[src/rtl/bbt_pkg.sv]
// Shared types for the branch bit test unit.
// Assumes: a 2-bit mode field supplied by instruction decode.
package bbt_pkg;
    typedef enum logic [1:0] {
        BBT_FIXED    = 2'b00,
        BBT_VAR      = 2'b01,
        BBT_SIGN     = 2'b10,
        BBT_SIGN_ALT = 2'b11
    } bbt_mode_e;
endpackage

[src/rtl/bbt_pos_sel.sv]
// Chooses which bit position is tested, according to the mode.
// Assumes: DATA_W is a power of two, so that POS_W bits cover every position.
module bbt_pos_sel #(
    parameter int DATA_W = 32,
    localparam int POS_W = $clog2(DATA_W)
) (
    input  bbt_pkg::bbt_mode_e mode,
    input  logic [POS_W-1:0]   imm_pos,
    input  logic [DATA_W-1:0]  pos_val,
    output logic [POS_W-1:0]   pos
);
    localparam logic [POS_W-1:0] SIGN_POS = POS_W'(DATA_W - 1);

    // Upper bits of the position register are deliberately left unused.
    logic unused_hi;
    assign unused_hi = ^pos_val[DATA_W-1:POS_W];

    // Position multiplexer.
    always_comb begin
        case (mode)
            bbt_pkg::BBT_FIXED: pos = imm_pos;
            bbt_pkg::BBT_VAR:   pos = pos_val[POS_W-1:0];
            default:            pos = SIGN_POS;
        endcase
    end
endmodule

[src/rtl/bbt_bit_pick.sv]
// Extracts one bit of the operand through a decoded AND-OR tree.
// Assumes: pos is always below DATA_W.
module bbt_bit_pick #(
    parameter int DATA_W = 32,
    localparam int POS_W = $clog2(DATA_W)
) (
    input  logic [DATA_W-1:0] src,
    input  logic [POS_W-1:0]  pos,
    output logic              bit_o
);
    logic [DATA_W-1:0] hit;

    // One decoded term per operand bit.
    for (genvar g = 0; g < DATA_W; g++) begin : g_term
        assign hit[g] = src[g] & (pos == POS_W'(g));
    end

    assign bit_o = |hit;
endmodule

[src/rtl/bbt_decide.sv]
// Applies the polarity to the tested bit to form the taken decision.
// Assumes: polarity 1 means the branch fires on a set bit.
module bbt_decide (
    input  logic bit_i,
    input  logic polarity,
    output logic taken
);
    // Taken when the bit matches the requested polarity.
    always_comb taken = bit_i ^ ~polarity;
endmodule

[src/rtl/bbt_unit.sv]
// Top of the branch bit test unit: combinational select and decide,
// with one output register stage and a result strobe.
// Assumes: one request per cycle; synchronous active-low reset.
module bbt_unit #(
    parameter int DATA_W = 32,
    localparam int POS_W = $clog2(DATA_W)
) (
    input  logic              clk,
    input  logic              rst_n,
    input  logic              req_valid,
    input  logic [1:0]        mode,
    input  logic              polarity,
    input  logic [POS_W-1:0]  imm_pos,
    input  logic [DATA_W-1:0] src_val,
    input  logic [DATA_W-1:0] pos_val,
    output logic              res_valid,
    output logic              res_taken,
    output logic              res_bit
);
    bbt_pkg::bbt_mode_e mode_e;
    logic [POS_W-1:0]   sel_pos;
    logic               sel_bit;
    logic               dec_taken;

    assign mode_e = bbt_pkg::bbt_mode_e'(mode);

    bbt_pos_sel #(.DATA_W(DATA_W)) u_pos (
        .mode    (mode_e),
        .imm_pos (imm_pos),
        .pos_val (pos_val),
        .pos     (sel_pos)
    );

    bbt_bit_pick #(.DATA_W(DATA_W)) u_pick (
        .src   (src_val),
        .pos   (sel_pos),
        .bit_o (sel_bit)
    );

    bbt_decide u_dec (
        .bit_i    (sel_bit),
        .polarity (polarity),
        .taken    (dec_taken)
    );

    // Result strobe follows the request by one edge.
    always_ff @(posedge clk) begin
        if (!rst_n) res_valid <= 1'b0;
        else        res_valid <= req_valid;
    end

    // Result data is captured on requests only and held otherwise.
    always_ff @(posedge clk) begin
        if (!rst_n) begin
            res_taken <= 1'b0;
            res_bit   <= 1'b0;
        end else if (req_valid) begin
            res_taken <= dec_taken;
            res_bit   <= sel_bit;
        end
    end
endmodule

[config.mk]
export PLATFORM = sky130hd
export DESIGN_NAME = bbt_unit
export DESIGN_NICKNAME = d
export VERILOG_FILES = /design/src/rtl/bbt_pkg.sv /design/src/rtl/bbt_pos_sel.sv /design/src/rtl/bbt_bit_pick.sv /design/src/rtl/bbt_decide.sv /design/src/rtl/bbt_unit.sv
export SDC_FILE = /design/constraint.sdc
export NUM_CORES = 1
export LEC_CHECK = 0
export BUFFER_PORTS_ARGS = -buffer_cell sky130_fd_sc_hd__clkbuf_2
export CORE_AREA = 10 10 55 57
export DETAILED_ROUTE_END_ITERATION = 16
export DIE_AREA = 0 0 65 67
export PLACE_DENSITY = 0.75
export SLEW_MARGIN = 20
export SYNTH_ARGS = -nofsm -noshare
export SYNTH_HDL_FRONTEND = slang
export SYNTH_HIERARCHICAL = 1
export SYNTH_SLANG_ARGS = --single-unit
[constraint.sdc]
create_clock -name clk -period 2.3 [get_ports clk]
set_clock_uncertainty 0.15 [all_clocks]
set_input_delay 0.115 -clock clk [delete_from_list [all_inputs] [get_ports clk]]
set_output_delay 0.115 -clock clk [all_outputs]
set_load 0.005 [all_outputs]
; After elaboration in Yosys (flattened, before gate mapping)
; Index checks and enable logic that the tools add are counted.
[totals]
regBits = 3
output_inout_bits = 3
elab_cells = 73
[classes]
eq_ne = 32
n_mux = 1
bitwise = 34
n_reduce_logical = 3
[op_table]
columns = op, count
row1 = "5-bit == test, second input constant", 16
row2 = "5-bit by 4-bit == test with 1-bit output, second input constant", 8
row3 = 1-bit AND, 32
row4 = 32-bit OR reduction, 1
row5 = "5-bit by 3-bit == test with 1-bit output, second input constant", 4
row6 = "5-bit by 2-bit == test with 1-bit output, second input constant", 2
row7 = 5-bit case mux with 2 select lines, 1
row8 = "5-bit by 1-bit == test with 1-bit output, second input constant", 1
row9 = 5-bit zero test, 1
row10 = "2-bit by 1-bit == test with 1-bit output, second input constant", 1
row11 = 2-bit zero test, 1
row12 = 1-bit inverter, 1
row13 = 1-bit XOR, 1

; Logic depth before layout (Yosys ltp)
[depth]
ltp_word = 6
depth_mapped = 12

; Cells and area by module
; The synthesis kept the hierarchy.
[by_module_without_submodules]
columns = module, n_inst, cells_each, area_each_um2
row1 = bbt_bit_pick, 1, 52, 351.6
row2 = bbt_unit, 1, 8, 100.1
row3 = bbt_pos_sel, 1, 11, 98.8
row4 = bbt_decide, 1, 1, 8.8

; Worst setup path after synthesis
; Ideal clock, no wire load.
[synth_path]
path_kind = input to register
from = input port mode[0]
to = register res_taken
t_arrival_ns = 1.823
required_time_ns = 2.034
setup_slack_ns = 0.211
path_stages = 11
n_path_buf = 1
path_cell_list = buf_6 nor2b_2 a211o_1 mux2_2 a221oi_1 nor3_1 a311oi_1 a22oi_1 xnor2_1 mux2i_1 nor2b_1
[synth_via]
elab_chain_len = 6
word_cells_on_any_way = 69
classes_between = eq/ne: 32 / mux: 1 / bitwise: 33 / reduce/logical: 3
[synth_rtl]
columns = element, line
row1 = "start, declared", bbt_unit.sv:11  ; input logic [1:0] mode,
row2 = 2-bit by 1-bit == test with 1-bit output / 2-bit zero test (equally long branches), bbt_pos_sel.sv:20  ; case (mode)
row3 = 5-bit case mux with 2 select lines *, bbt_pos_sel.sv:20
row4 = named net sel_pos[0], bbt_unit.sv:21  ; logic [POS_W-1:0] sel_pos;
row5 = "5-bit by 1-bit == test with 1-bit output, or another cell as far along", bbt_bit_pick.sv:15  ; assign hit[g] = src[g] & (pos == POS_W'(g));
row6 = 1-bit AND, bbt_bit_pick.sv:15
row7 = 32-bit OR reduction *, bbt_bit_pick.sv:18  ; assign bit_o = |hit;
row8 = named net sel_bit, bbt_unit.sv:22  ; logic sel_bit;
row9 = 1-bit XOR *, bbt_decide.sv:9  ; always_comb taken = bit_i ^ ~polarity;
row10 = named net dec_taken, bbt_unit.sv:23  ; logic dec_taken;
row11 = "end signal, assigned", bbt_unit.sv:58  ; res_taken <= dec_taken;
row12 = "end, declared", bbt_unit.sv:17  ; output logic res_taken,
; Mark *: on every way through the listed nets, which the timed path passes. The rest lies on a longest branch.
; A chain may end at the register's enable or synchronous reset.

; Final worst setup path
; Ends and elaborated chain as after synthesis.

==> results.md <==
* Status: completed
* Die H at between 60 and 70 um
* Io pins at a little under 80
* Endpoints failing hold at 0
* Post-Synth XOR/XNOR Area at 0.0157
* Required time of the critical path at between 2000 and 2500 ps
* Setup crit end kind: register
* Top area cells in the synthesized netlist: dfxtp_1, mux2_2, a211o_1
* Post-synth EDFFs at 0
* CTS buffer count at 3
* P per Cell Area at roughly 330 mW/mm^2
* Top cell type by total area after synthesis: dfxtp_1
* Total wire length at 2.06 mm
* Die W at between 60 and 70 um
* Yosys reg bits at 3
* Layout cell share with drive strength beyond 1 at 0.571
* Clock-pin slew on the worst setup and hold paths at ~40 ps
* Vias at approximately 750
* # DRC at 0
* Unrepaired setup endpoints after global routing: false
* Mapped Cells at 72
* Top-count cell post-synth: a21oi_1
* Worst-path fanout max at 10
* Top cells by count, synth: a21oi_1, a211o_1, nor2b_2
* Fmax at ~460 MHz
* Max Root-Sink Buffers at 2
* Gr usage total at 0.0933
* Ys async rst share at 0
* Main combinational cell family by area after synthesis: simple AND/OR/NAND/NOR gates
* CP Launch Type: input port
* Wire length per cell at roughly 13 um
* Initial DRC count at 27
* Hold Slack at ~16 ps
* Worst-margin pin slew at about 310 ps
* Yosys Warn Count at 6
* Crit Path Class: in2reg
* Number of library cell types mapped by synthesis at 31
* Area grow syn2layout at 69.1%
* I/O Buffers at 50
* Max_slew headroom at 0.789
* Pre-CTS WS at -166 ps
* Post-DRT Antenna Nets at 0
* CTS tree: built
* Final period util at 0.951
* Final WS setup at between 100 and 150 ps
* Most used flip-flop cell after synthesis: dfxtp_1
* First-pass GRT wire length at 3.47 mm
* Number of antenna violations at the first check in global routing at 0
* Die area at 0.00436 mm^2
* Critical path arrival at between 2000 and 2500 ps
* Grt total ovfl at 0
* Layout fillers at about 210
* H-tree depth at 1
* Fin area at roughly 950 um^2
* Mux cell area share after synthesis at 0.192
* Post-synth net total at 147
* Ant. Diodes at 0
* Vias in the first global route at around 850
* Starting Density at 0.288
* DP HPWL at 1.84 mm
* Via density at approximately 4.7
* TritonRoute pass-1 iters at 4
* Max IR drop VDD at 0.187 mV
* Complex-gate fraction of the synthesized area at 0.277
* Clk root buf: clkbuf_4
* Pins Over Slew Limit at 0
* Routability cong. at 0.751
* Register area share after synthesis at 0.107
* Simple-gate area share of the yosys netlist at 0.320
* Leak pwr at 0.486 nW
* Total negative slack at 0 ps
* Tot Pwr at about 0.32 mW
* Cell area after synthesis at around 560 um^2
* Core area at 0.00194 mm^2
* Worst hold path class: in2reg
* Syn_area_per_cell at between 7 and 8 um^2
* Final net count at roughly 210
* Final critical-path required period at about 2200 ps
* Max_cap viols at 0
* Clk Latency, worst-skew pair at roughly 220 ps
* Row count at 16
* Top-area cell type share of the netlist area at 0.107
* Pin count of the biggest net entering global routing at 11
* CTS sink cnt at 3
* Area post-placement at ~900 um^2
* Adder-Cell Fraction of Synth Area at 0
* Setup-failing EPs final at 0
[cell families (layout without fill, tap and decap cells)]
logic type / after synthesis / count (layout)
AOI/OAI and AO/OA: 23 / 23
xor gates and xnor gates: 1 / 1
buffers and inverters: 8 / 69
DFF: 3 / 3
muxes: 9 / 9
and+or+nand+nor: 28 / 28
[layout make-up]
| type | instances | area [um^2] | share of cell area |
|---|---|---|---|
| inverter | 3 | 11.3 | 0.0119 |
| timing repair buffer | 62 | 355 | 0.376 |
| sequential | 3 | 60.1 | 0.0635 |
| multi-input combinational | 61 | 459 | 0.485 |
| clock buffer | 4 | 26.3 | 0.0278 |
| tap | 27 | 33.8 | 0.0357 |
[worst max-delay path: stages]
cell and delay (ps):
buf_2 160, buf_4 150, a211o_4 370, and4b_1 220, a31oi_1 140, o22ai_1 100, nor4bb_1 350, a22oi_1 160
xnor2_1 160, mux2i_1 150, nor2b_1 60
[stage by stage]
step / instances / utilization
after floorplan: 72 / -
after global placement: 155 / 0.464
after detailed placement: 155 / 0.464
after CTS: 160 / 0.483
after global routing: 160 / 0.487
final: 160 / 0.487
[per-layer routing]
metal  wire length [um]  up-vias  track usage  share of wire
met5                  0        -            0              0
met4                  0        0       0.0241              0
met3                210        0       0.0401           0.10
met2                983       30        0.166           0.48
met1                863      318       0.0989           0.42
li1                   -      397            -              -
[repair_timing]
item,in CTS,in global routing
hold buffers,1,0
resized for setup,0,3
endpoints found under the setup margin,0,1
endpoints found under the hold margin,3,0
setup buffers,0,0
[worst paths after layout]
kind / startpoint / to / slack, ps / cells past startpoint
worst max-delay path: mode[0] / res_taken / 110 / 11
worst min-delay path: req_valid / res_valid / 20 / 2
worst max register to register: res_taken / res_taken / 1540 / 2
worst min register to register: res_taken / res_taken / 380 / 2
[sequential cells by signal (all words and copies together), names as in the netlist]
name and flops:
res_valid 1, res_bit 1, res_taken 1
[placed cells by master (no fill, tap or decap), drive strengths merged]
cell type	count
clkbuf	53
buf	12
nor2b	8
a21oi	6
a211o	5
mux2i	4
mux2	4
nand2	4
dfxtp	3
inv	3
a31oi	3
o21ai	3
nor2	3
a221oi	2
nor3	2
a22oi	2
nand3	2
and2	2
dlygate4sd3	1
xnor2	1
mux4	1
nand2b	1
nor3b	1
a311oi	1
nand4b	1
nand4	1
and4b	1
o22ai	1
nand3b	1
nor4bb	1
[power breakdown]
part,switching (mW),leakage (nW),internal (mW)
logic,0.0667,0.447,0.0962
registers,0.00233,0.0249,0.0575
clock network,0.0273,0.0150,0.0650
total,0.0963,0.486,0.219
Note: power is estimated with default switching activity, not from simulation.
